`config.mk`:
```
export PLATFORM = sky130hd
export DESIGN_NAME = mul16_flags_unit
export DESIGN_NICKNAME = d
export VERILOG_FILES = /design/src/rtl/mul16_pkg.sv /design/src/rtl/mul16_operand_prep.sv /design/src/rtl/mul16_shift_add.sv /design/src/rtl/mul16_flags_unit.sv
export SDC_FILE = /design/constraint.sdc
export NUM_CORES = 1
export LEC_CHECK = 0
export ABC_CLOCK_PERIOD_IN_PS = 2960
export BUFFER_PORTS_ARGS = -buffer_cell sky130_fd_sc_hd__buf_2
export CORE_MARGIN = 4
export CORE_UTILIZATION = 40
export CTS_BUF_LIST = sky130_fd_sc_hd__clkbuf_8
export DETAILED_ROUTE_END_ITERATION = 6
export PLACE_DENSITY = 0.62
export SLEW_MARGIN = 10
export SYNTH_ARGS = -nofsm -noshare
export SYNTH_HDL_FRONTEND = slang
export SYNTH_SLANG_ARGS = --single-unit
```
`constraint.sdc`:
```
create_clock -name clk -period 2.96 [get_ports clk]
set_clock_uncertainty 0.15 [all_clocks]
set_input_delay 0.296 -clock clk [delete_from_list [all_inputs] [get_ports clk]]
set_output_delay 0.296 -clock clk [all_outputs]
set_load 0.01 [all_outputs]
```
`src/rtl/mul16_pkg.sv`:
```
package mul16_pkg;

    localparam int OP_W           = 16;
    localparam int RES_W          = 2 * OP_W;
    localparam int CYC_W          = 8;
    localparam int NOMINAL_CYCLES = 38;

    typedef enum logic [1:0] {
        ST_IDLE,
        ST_RUN,
        ST_FIN
    } mul_state_t;

    typedef struct packed {
        logic n;
        logic z;
        logic v;
        logic c;
    } ccr_t;

endpackage

```
`src/rtl/mul16_operand_prep.sv`:
```
module mul16_operand_prep #(
    parameter int W = mul16_pkg::OP_W
) (
    input  logic [W-1:0] op_a,
    input  logic [W-1:0] op_b,
    input  logic         sgn,
    output logic [W-1:0] mag_a,
    output logic [W-1:0] mag_b,
    output logic         neg
);

    logic a_neg;
    logic b_neg;

    assign a_neg = sgn & op_a[W-1];
    assign b_neg = sgn & op_b[W-1];

    // magnitude of the most negative value is 2**(W-1), which still fits W bits
    assign mag_a = a_neg ? (~op_a + 1'b1) : op_a;
    assign mag_b = b_neg ? (~op_b + 1'b1) : op_b;
    assign neg   = a_neg ^ b_neg;

endmodule

```
`src/rtl/mul16_shift_add.sv`:
```
module mul16_shift_add #(
    parameter int W = mul16_pkg::OP_W
) (
    input  logic           clk,
    input  logic           rst,
    input  logic           load,
    input  logic [W-1:0]   mcand_in,
    input  logic [W-1:0]   mplier_in,
    input  logic           neg_in,
    output logic           running,
    output logic           last,
    output logic [2*W-1:0] product,
    output logic           neg_out
);

    localparam int CW = (W > 1) ? $clog2(W) : 1;
    localparam int AW = 2 * W + 1;

    logic [AW-1:0] acc;
    logic [W-1:0]  mcand;
    logic [CW-1:0] count;
    logic          run_q;
    logic          neg_q;
    logic [W:0]    upper_sum;
    logic          unused_acc_msb;

    always_comb begin
        upper_sum = acc[AW-1:W];
        if (acc[0]) begin
            upper_sum = acc[AW-1:W] + {1'b0, mcand};
        end
    end

    assign last           = run_q && (count == CW'(W - 1));
    assign running        = run_q;
    assign product        = acc[2*W-1:0];
    assign neg_out        = neg_q;
    assign unused_acc_msb = acc[AW-1];

    always_ff @(posedge clk) begin
        if (rst) begin
            acc   <= '0;
            mcand <= '0;
            count <= '0;
            run_q <= 1'b0;
            neg_q <= 1'b0;
        end else if (load) begin
            acc   <= {{(W+1){1'b0}}, mplier_in};
            mcand <= mcand_in;
            neg_q <= neg_in;
            count <= '0;
            run_q <= 1'b1;
        end else if (run_q) begin
            acc   <= {1'b0, upper_sum, acc[W-1:1]};
            count <= count + 1'b1;
            if (last) begin
                run_q <= 1'b0;
            end
        end
    end

    // each running step advances the bit counter by exactly one
    assert_step_count_R8: assert property (@(posedge clk) disable iff (rst)
        (run_q && !last && !load) |=> (run_q && count == $past(count) + 1'b1));

    // the controller never reloads operands mid-operation
    assert_no_reload_R9: assert property (@(posedge clk) disable iff (rst)
        load |-> !run_q);

endmodule

```
`src/rtl/mul16_flags_unit.sv`:
```
module mul16_flags_unit #(
    parameter int W       = mul16_pkg::OP_W,
    parameter int CYC_W   = mul16_pkg::CYC_W,
    parameter int NOMINAL = mul16_pkg::NOMINAL_CYCLES
) (
    input  logic             clk,
    input  logic             rst,
    input  logic             start,
    input  logic             is_signed,
    input  logic [W-1:0]     src_op,
    input  logic [2*W-1:0]   dst_reg,
    output logic [2*W-1:0]   result,
    output logic             flag_n,
    output logic             flag_z,
    output logic             flag_v,
    output logic             flag_c,
    output logic [CYC_W-1:0] cycles,
    output logic             done,
    output logic             busy
);
    import mul16_pkg::*;

    localparam int RW    = 2 * W;
    localparam int LAT_W = $clog2(W + 3) + 1;

    mul_state_t     state;
    ccr_t           ccr_q;
    ccr_t           ccr_next;
    logic           accept;
    logic [W-1:0]   mag_a;
    logic [W-1:0]   mag_b;
    logic           prep_neg;
    logic           eng_running;
    logic           eng_last;
    logic [RW-1:0]  eng_product;
    logic           eng_neg;
    logic [RW-1:0]  final_p;
    logic           unused_upper;

    // the upper half of the destination register never reaches the datapath
    assign unused_upper = ^dst_reg[RW-1:W];

    assign accept = start && (state == ST_IDLE);

    mul16_operand_prep #(.W(W)) u_prep (
        .op_a  (src_op),
        .op_b  (dst_reg[W-1:0]),
        .sgn   (is_signed),
        .mag_a (mag_a),
        .mag_b (mag_b),
        .neg   (prep_neg)
    );

    mul16_shift_add #(.W(W)) u_engine (
        .clk       (clk),
        .rst       (rst),
        .load      (accept),
        .mcand_in  (mag_a),
        .mplier_in (mag_b),
        .neg_in    (prep_neg),
        .running   (eng_running),
        .last      (eng_last),
        .product   (eng_product),
        .neg_out   (eng_neg)
    );

    assign final_p    = eng_neg ? (~eng_product + 1'b1) : eng_product;
    assign ccr_next.n = final_p[RW-1];
    assign ccr_next.z = (final_p == '0);
    assign ccr_next.v = 1'b0;
    assign ccr_next.c = 1'b0;

    always_ff @(posedge clk) begin
        if (rst) begin
            state  <= ST_IDLE;
            result <= '0;
            ccr_q  <= '0;
            cycles <= '0;
            done   <= 1'b0;
        end else begin
            done <= 1'b0;
            unique case (state)
                ST_IDLE: if (accept) state <= ST_RUN;
                ST_RUN:  if (eng_last) state <= ST_FIN;
                ST_FIN: begin
                    result <= final_p;
                    ccr_q  <= ccr_next;
                    cycles <= CYC_W'(NOMINAL);
                    done   <= 1'b1;
                    state  <= ST_IDLE;
                end
                default: state <= ST_IDLE;
            endcase
        end
    end

    assign busy   = (state != ST_IDLE);
    assign flag_n = ccr_q.n;
    assign flag_z = ccr_q.z;
    assign flag_v = ccr_q.v;
    assign flag_c = ccr_q.c;

    // latency counter used only by the checks below
    logic [LAT_W-1:0] lat_cnt;
    always_ff @(posedge clk) begin
        if (rst) begin
            lat_cnt <= '0;
        end else if (accept) begin
            lat_cnt <= LAT_W'(1);
        end else if (busy) begin
            lat_cnt <= lat_cnt + 1'b1;
        end
    end

    // completion arrives W+1 edges after acceptance (counter includes the accept edge and the edge that raises done)
    assert_latency_R8: assert property (@(posedge clk) disable iff (rst)
        done |-> (lat_cnt == LAT_W'(W + 2)));

    // done never lasts two cycles
    assert_done_pulse_R8: assert property (@(posedge clk) disable iff (rst)
        done |=> !done);

    // flags agree with the registered result
    assert_flag_n_R5: assert property (@(posedge clk) disable iff (rst)
        done |-> (flag_n == result[RW-1]));
    assert_flag_z_R5: assert property (@(posedge clk) disable iff (rst)
        done |-> (flag_z == (result == '0)));

    // result is held while the loop is stepping
    assert_result_hold_R4: assert property (@(posedge clk) disable iff (rst)
        (state == ST_RUN) |=> $stable(result));

    // the engine steps only while the controller is in its run state
    assert_engine_sync_R8: assert property (@(posedge clk) disable iff (rst)
        eng_running |-> (state == ST_RUN));

endmodule

```
Yosys cells after proc, flatten, opt, wreduce, memory -nomap -nowiden --
Cells that the tools add are included.
Storage, ports and cells: bits of input ports 52, flip-flop bits (word level) 92
Operators by class: add/subtract/negate cells 5, eq/ne operators 5, bitwise gates (word level) 6, mux-type cells 13, reduce and logical (&&, ||, !) cells 8
Operator list (count):
- $mux W16 | 4
- $add A16 B1 Y16 const B | 2
- $add A32 B1 Y32 const B | 1
- $logic_not A32 Y1 | 1
- $mux W32 | 1
- $not A16 Y16 | 2
- $not A32 Y32 | 1
- $add A16 B16 Y17 | 1
- $mux W17 | 1
- $add A4 B1 Y4 const B | 1
- $eq A4 B4 Y1 const B | 1
- $mux W1 | 4
- $mux W2 | 2
- $ne A2 B2 Y1 const B | 2
- $pmux W2 S2 | 1
- $reduce_bool A2 Y1 | 2
- $and A1 B1 Y1 | 2
- $eq A2 B1 Y1 const B | 1
- $eq A2 B2 Y1 const B | 1
- $logic_and A1 B1 Y1 | 2
- $logic_not A2 Y1 | 1
- $reduce_and A2 Y1 | 1
- $reduce_or A2 Y1 | 1
- $xor A1 B1 Y1 | 1

Depth between registers and ports, before layout --
Gate-level depths: netlist of the first run.
depth in word-level cells 5, depth in mapped cells 11, mapped depth without buffers 9

Hierarchy --
Synthesis of the first run repeated with hierarchy kept, for this count alone.
Second synthesis, totals: cell total of the unflattened synthesis 773, area total of the unflattened synthesis 6190.9 um^2
Modules (own cells, without submodules):
- mul16_shift_add | area each 3035.4 um^2, cells an instance 362, sequential area each 1081.0 um^2, instances 1
- mul16_flags_unit | area each 2457.4 um^2, cells an instance 305, sequential area each 740.7 um^2, instances 1
- mul16_operand_prep | area each 698.2 um^2, cells an instance 106, sequential area each 0.0 um^2, instances 1

Worst setup path after synthesis of the first run --
No wires, ideal clock.
path kind flip-flop to flip-flop, start reg u_engine.acc[0], end reg ccr_q (netlist bit flag_z), arrival 2.490 ns, data required time 2.694 ns, stages on the path, launching flop included 11, slack 0.204 ns, cells stage by stage dfxtp_1 -> clkbuf_1 -> inv_1 -> ha_1 -> nor4b_1 -> nand4_1 -> or4_1 -> nor4b_1 -> a31oi_1 -> o32ai_1 -> a31o_1
On the way: word-level cells in the longest chain between the ends 4
Ends and longest elaborated chain:
- start: declaration | line mul16_shift_add.sv:19 | logic [AW-1:0] acc;
- start signal: assignment | line mul16_shift_add.sv:48 | acc <= {{(W+1){1'b0}}, mplier_in};
- start signal: assignment | line mul16_shift_add.sv:54 | acc <= {1'b0, upper_sum, acc[W-1:1]};
- $not A32 Y32 | line mul16_flags_unit.sv:67 | assign final_p = eng_neg ? (~eng_product + 1'b1) : eng_product;
- $add A32 B1 Y32 | line mul16_flags_unit.sv:67
- $mux W32 * | line mul16_flags_unit.sv:67
- $logic_not A32 Y1 * | line mul16_flags_unit.sv:69 | assign ccr_next.z = (final_p == '0);
- end signal: assignment | line mul16_flags_unit.sv:87 | ccr_q <= ccr_next;
- end: declaration | line mul16_flags_unit.sv:27 | ccr_t ccr_q;
Every way passes the cells marked *; elsewhere a longest branch is shown, timed or not. A chain may end at the register's enable or synchronous reset.

Worst setup path in the final report of the first run --
start reg u_engine.acc[20], end reg u_engine.acc[27]
On the way: word-level cells in the longest chain between the ends 2
Ends and longest elaborated chain:
- $add A16 B16 Y17 | line mul16_shift_add.sv:30 | upper_sum = acc[AW-1:W] + {1'b0, mcand};
- $mux W17 | line mul16_shift_add.sv:29 | if (acc[0]) begin
No other way between the ends.

==> metrics.md, run 1 <==
| Metric | Value |
|---|---|
| Clock sinks | approximately 90 |
| Post-synth cell types | 64 |
| # rows | 43 |
| I/O Pins | 98 |
| RePlAce Congestion | 0.864 |
| H-tree levels | 3 |
| Vert. Die Dim | roughly 130 µm |
| Initial Utilization | between 40% and 50% |
| Largest net degree at the start of global routing | 71 |
| Max Freq | around 360 MHz |
| WP depth | 8 |
| Clock insertion delay at the later pin of the skew report | 380 ps |
| Syn-to-layout area delta | 15.6% |
| CTS root buffer | clkbuf_8 |
| Sequential share of power | between 40 and 50% |
| Combinational Power Share | ~25% |
| Filler instances | 1404 |
| Fraction of registers with async set or reset after synthesis | 0% |
| GRT Total Usage | between 10% and 20% |
| WP data required | 3070 ps |
| VDD IR max | roughly 0.00023 V |
| GRT overflow | 0 |
| Most used routing layer | met2 |
| Setup crit start kind | flop |
| Psw | a little over 0.0009 W |
| Setup Total Neg Slack | 0 ps |
| Count of flip-flops with a built-in enable after synthesis | 0 |
| Vias in the first global route | roughly 5100 |
| Critical path peak fanout | 5 |
| Switching Share | about a third |
| First-pass GRT wire length | between 20000 and 30000 µm |
| Crit Path Category | flop to flop |
| Internal | 0.00195 W |
| CP Capture Type | flop |
| Final Cell Area | 6780 µm² |
| Clock share of power | roughly 28% |
| Drt total wl | 15100 µm |
| Initial DRC Count | 420 |
| Initial DRT Pass Iterations | 7 |
| Clock buffer count from CTS | 9 |
| HPWL after DPL | between 10000 and 15000 µm |
| Number of setup buffers added after CTS | 0 |
| Placed cell areas | 6570 µm² |
| Drt wl/cell | 15.2 µm |
| Met2 Track Usage GR | approximately 29% |
| Crit path largest cell delay | between 400 and 500 ps |
| Setup-failing EPs final | 0 |
| Clock buffer depth | 2 |
| CORE AREA | 14100 µm² |
| Critical-path cell list | ha_1 > nand2_1 > a21bo_2 > a311oi_1 > o21ai_0 > a21boi_0 > xnor2_1 > a31oi_1 |
| Synth Register Bits | between 90 and 100 |
| GR Util met1 | a little over a quarter |
| Highest-delay cell along the critical path | a21boi_0 |
| Critical path arrival | just under 3000 ps |
| Layout cell share with drive strength beyond 1 | between 10% and 20% |
| TritonCTS clock tree | built |
| Total power | 0.00288 W |
| Min-delay worst type | input pin to flop |
| Area of the mapped netlist | about 5900 µm² |
| Ant diodes | 0 |
| Top FF cell, synth | dfxtp_1 |
| DIE AREA | 16700 µm² |
| Cells after synthesis | between 700 and 800 |
| Yosys Warn Count | 0 |
| Multi-input logic area | around 3800 µm² |
| Clock transition at the registers of the reported paths | approximately 90 ps |
| Hold depth | 3 |
| Slew HR | 52.0% |
| Worst Reg-to-Reg Cells | 8 |
| Fin nets | between 800 and 900 |
| Worst Tran Pin Value | between 700 and 800 ps |
| Reg area | about 1800 µm² |
| Leakage | 2.70 nW |
| PwrDens | 425 nW/µm² |
| Max Transition Viols Final | 0 |
| CP delay by family, top | compound AO/OA/AOI/OAI gates |
| IO Port Bufs | 74 |
| CP bufs+invs | 0 |
| DIE WIDTH | roughly 130 µm |
| Met3 GRT Util | under 10% |
| Vias/cell | 5.45 |
| Post-synthesis area per instance | 7.98 µm² |
| RSZ-0062 raised after global routing | false |
| Max-cap violations | 0 |
| Endpoints failing hold | 0 |
| Tmin final | 2780 ps |
| Residual DRC | 0 |
| Antenna Violating Nets Remaining | 0 |
| DR vias | between 5000 and 6000 |
| Final Cycle Share | between 90 and 100% |
| Seq/Total Area, Yosys | a little under a third |
| Initial antenna violation count | 0 |
| Most common cell after layout, fill and taps aside | nor2_1 |
| Most frequent cells in the layout | 92 x nor2_1, 90 x dfxtp_1, 74 x buf_2, 63 x nand2_1, 54 x a211oi_1 |
| Status | finished, final reports clean |
[flip-flops by register name, indices dropped and copies added, names as in the netlist]
register          flops
u_engine.acc         32
cycles                1
u_engine.running      1
done                  1
u_engine.neg_out      1
u_engine.mcand       16
flag_z                1
u_engine.count        4
result               32
state                 2
[Yosys cell counts, drive strengths merged, types with 3 or more instances]
cell type	n	area (µm²)
a211oi	54	405
a21o	5	37.5
a21oi	42	214
a311oi	4	35.0
a31oi	7	43.8
a41oi	3	26.3
and2	3	18.8
buf	20	118
clkbuf	42	158
dfxtp	91	1820
ha	21	263
inv	14	52.6
mux2i	28	280
nand2	63	236
nand2b	7	43.8
nand3	13	65.1
nand4	10	62.6
nor2	92	345
nor2b	3	18.8
nor3	15	75.1
nor4	10	62.6
nor4b	3	26.3
o211ai	4	30.0
o21ai	30	150
o22ai	4	25.0
o31ai	12	95.1
o41ai	10	95.1
or2	6	37.5
or3	9	61.3
or4	9	71.3
xnor2	28	245
xor2	43	377
[area by class of cell]
type                            instances  area share [%]
Multi-Input combinational cell        574            55.4
Sequential cell                        91            26.9
Timing Repair Buffer                  120            10.8
Tap cell                              180            3.32
Clock buffer                           12            2.44
Inverter                               14           0.775
Clock inverter                          4           0.369
[power groups by stage]
stage	logic [W]	clock network, W	registers (W)
floorplan	0.000506	0	0.00134
global placement	0.000703	0	0.00136
detailed placement	0.000719	0	0.00136
CTS	0.000722	0.000843	0.00133
global route	0.000809	0.000895	0.00134
finish	0.000728	0.000819	0.00133
[logic make-up (layout without fill, tap and decap cells)]
group | Yosys count | count (layout) | synth area share, %
buffers and inverters | 76 | 150 | 5.59
flip-flops | 91 | 91 | 31.1
other | 1 | 7 | 0.0640
adder cells (fa/ha/maj) | 22 | 22 | 4.82
XOR/XNOR | 71 | 71 | 10.6
AO/OA/AOI/OAI | 191 | 191 | 22.1
AND/OR/NAND/NOR | 253 | 253 | 20.6
multiplexers | 30 | 30 | 5.16
[layer usage]
layer / vias to the layer above / part of all wire (%) / routed length [µm]
met5: - / 0 / 0
met4: 0 / 1.1 / 169
met3: 13 / 4.4 / 671
met2: 134 / 44 / 6610
met1: 2461 / 51 / 7630
li1: 2818 / - / -
[what timing repair did]
item	CTS	global route
setup endpoints to repair	0	1
resized for setup	0	2
hold buffers	1	0
endpoints found under the hold margin	1	0
[final timing paths]
kind                 startpoint                 end  slack [ps]
max            u_engine.acc[20]    u_engine.acc[27]         180
min                   src_op[0]   u_engine.mcand[0]          60
max reg2reg    u_engine.acc[20]    u_engine.acc[27]         180
min reg2reg  u_engine.mcand[14]  u_engine.mcand[14]         320
[through the flow]
step | cells | hold slack (ps) | util (%) | setup slack, ps
final | 995 | 55.7 | 48.1 | 178
after floorplan | 741 | 282 | - | 204
after detailed placement | 978 | 312 | 46.6 | 61.5
after global routing | 995 | 33.4 | 48.1 | 66.2
after global placement | 978 | 304 | 46.6 | 54.7
after CTS | 995 | 40.7 | 48.0 | 151
[tightest hold or removal path, stage by stage]
cell,delay (ps)
buf_2,120
nand2_1,70
a21oi_1,60
Note: power is estimated with default switching activity, not from simulation.
==> inputs of run 2 (changes only) <==
- ABC_AREA: not set -> 1
- SLEW_MARGIN: 10 -> 15
==> run 2 against run 1 <==
Fmax is 15% higher; sequential power about the same; sequential share of layout area is essentially flat; non-clock buffer count down 40.
==> metrics.md, run 2 <==
| Metric | Value |
|---|---|
| DR vias | slightly below 6000 |
| Cts hold-fix bufs | 0 |
| PwrDens | 455 nW/µm² |
| Largest registers | result x32, u_engine.acc x32, u_engine.mcand x16 |
| Max-cap violations | 0 |
| Met2 wire length | approximately 6500 µm |
| Highest-delay cell along the critical path | fa_1 |
| Met3 WL | 894 µm |
| TritonCTS clock tree | built |
| IO Port Bufs | 74 |
| H-tree levels | 3 |
| Hold_sp | src_op[15] |
| Min-delay worst type | input pin to flop |
| Post-synth cell types | 48 |
| CP startpoint | u_engine.acc[16] |
| CP bufs+invs | 0 |
| Post-Route M1 WL | 8230 µm |
| Syn-to-layout area delta | 11.2% |
| Initial antenna violation count | 0 |
| VDD IR max | ~0.00018 V |
| Setup-failing EPs final | 0 |
| Top post-synthesis cells by count | 218 x nand2_1, 126 x nor2_1, 95 x inv_1 |
| Clock buffer count from CTS | 9 |
| Drt wl/cell | 13.3 µm |
| Fin nets | around 1100 |
| Clock share of power | 31.3% |
| Most frequent cells in the layout | 218 x nand2_1, 125 x nor2_1, 96 x inv_1, 91 x dfxtp_1, 86 x o21ai_0 |
| Synth Register Bits | a little over 90 |
| Combinational Power Share | approximately a quarter |
| Vert. Die Dim | around 130 µm |
| Clock sinks | 91 |
| Critical path arrival | 2500 ps |
| GRT overflow | 0 |
| WP data required | 3040 ps |
| CP Capture Type | flop |
| Seq/Total Area, Yosys | 29.9% |
| Post-synthesis area per instance | about 6.4 µm² |
| Final WS setup | roughly 540 ps |
| Largest net degree at the start of global routing | 46 |
| Max Freq | ~410 MHz |
| Initial Utilization | approximately two fifths |
| Most common cell after layout, fill and taps aside | nand2_1 |
| Psw | about 0.001 W |
| I/O Pins | 98 |
| Clock buffer depth | 2 |
| Internal | 0.00205 W |
| Status | finished, final reports clean |
| CORE AREA | 14700 µm² |
| Leakage | 3.33 nW |
| Pre-CTS setup slack | between 500 and 600 ps |
| Top FF cell, synth | dfxtp_1 |
| # rows | 44 |
| Critical path peak fanout | 7 |
| Final Cycle Share | 81.9% |
| Tmin final | 2420 ps |
| Crit path largest cell delay | approximately 400 ps |
| CP delay by family, top | compound AO/OA/AOI/OAI gates |
| Critical-path cell list | ha_1 > fa_1 > nand3_1 > nand2_1 > a21oi_1 > o21ai_1 > a21oi_1 > or2_1 > nand2_1 > nand2_1 > a21oi_1 |
| Residual DRC | 0 |
| Ant diodes | 0 |
| DIE AREA | 17200 µm² |
| Area of the mapped netlist | 6080 µm² |
| Clock transition at the registers of the reported paths | around 90 ps |
| RePlAce Congestion | about 0.85 |
| Cells after synthesis | approximately 950 |
| Number of setup buffers added after CTS | 0 |
| Count of flip-flops with a built-in enable after synthesis | 0 |
| Slew HR | 40.8% |
| Endpoints failing hold | 0 |
| Critical R2R Launch | u_engine.acc[16] |
| RSZ-0062 raised after global routing | false |
| Switching Share | 33.4% |
| Synth area leader | dfxtp_1 |
| Fraction of registers with async set or reset after synthesis | 0% |
| Setup crit start kind | flop |
| DIE WIDTH | 131 µm |
| DR top layer | met4 |
| Antenna Violating Nets Remaining | 0 |
| First-pass GRT wire length | roughly 26000 µm |
| Total power | just over 0.003 W |
| Drt total wl | roughly 16000 µm |
| Worst Tran Pin Value | about 880 ps |
| Max Transition Viols Final | 0 |
| Sequential share of power | 43.6% |
| Vias/cell | about 5.0 |
| Crit Path Category | flop to flop |
| Setup Total Neg Slack | 0 ps |
| Top cells by area, synth | dfxtp_1 30%, nand2_1 13%, nor2_1 7.8%, o21ai_0 7.1%, inv_1 5.9% |
| Initial DRT Pass Iterations | 6 |
| HPWL after DPL | about 12000 µm |
| CTS root buffer | clkbuf_8 |
| Initial DRC Count | 368 |
| # resized after CTS | 0 |
| GRT Total Usage | a little under a fifth |
| Synth top area share | roughly 30% |
| Yosys Warn Count | 0 |
| Clock insertion delay at the later pin of the skew report | 380 ps |
| Layout cell share with drive strength beyond 1 | 13.7% |
| Vias in the first global route | 5320 |
| Top-count cell post-synth | nand2_1 |
run 2: cell count changes after synthesis, sizes merged, moves of 10 or more:
cell and change:
nand2 +165, inv +94, o21ai +61, a211oi -53, nor2 +43, nand3 +36
a21oi +30, mux2i -28, xnor2 -23, clkbuf -21, xor2 -12, o41ai -10
run 2: path summary, 6_finish.rpt:
| check | endpoint | slack [ps] | depth (start not counted) |
|---|---|---|---|
| setup / recovery | u_engine.acc[27] | 540 | 11 |
| hold / removal | u_engine.mcand[15] | 40 | 2 |
| setup reg to reg | u_engine.acc[27] | 540 | 11 |
| hold reg to reg | u_engine.mcand[2] | 320 | 2 |
run 2: through the flow:
stage | util [%] | instance area, µm² | instances | hold slack [ps]
after floorplan | - | 6110 | 953 | 280
after global routing | 46.0 | 6770 | 1191 | 28.0
after global placement | 44.5 | 6540 | 1175 | 295
after detailed placement | 44.5 | 6540 | 1175 | 304
final | 46.0 | 6770 | 1191 | 41.6
after CTS | 46.0 | 6770 | 1191 | 20.8
run 2: kinds of logic after synthesis:
logic type | after synthesis | synth area share, %
compound gates | 202 | 18.7
fa+ha+maj | 22 | 4.65
buf+inv | 151 | 10.4
simple gates | 444 | 31.1
xor+xnor | 36 | 5.18
other cells | 1 | 0.0616
flops | 91 | 29.9
run 2: cell type report:
cell class | instances | area (µm²)
Timing Repair Buffer | 80 | 415
Multi-Input combinational cell | 711 | 3660
Sequential cell | 91 | 1820
Tap cell | 184 | 230
Clock inverter | 5 | 76.3
Fill cell | 1570 | 7930
Inverter | 109 | 412
Clock buffer | 11 | 151
run 2: routing by layer:
layer / track usage, % / up-vias
li1: - / 3176
met1: 27.0 / 2609
met2: 26.9 / 167
met3: 3.86 / 18
met4: 5.83 / 0
met5: 0 / -
run 2: power groups by stage:
stage	clock, W	sequential [W]	combinational (W)
floorplan	0	0.00134	0.000597
global placement	0	0.00137	0.000764
detailed placement	0	0.00137	0.000767
CTS	0.000994	0.00134	0.000770
global route	0.00104	0.00135	0.000875
finish	0.000965	0.00134	0.000771
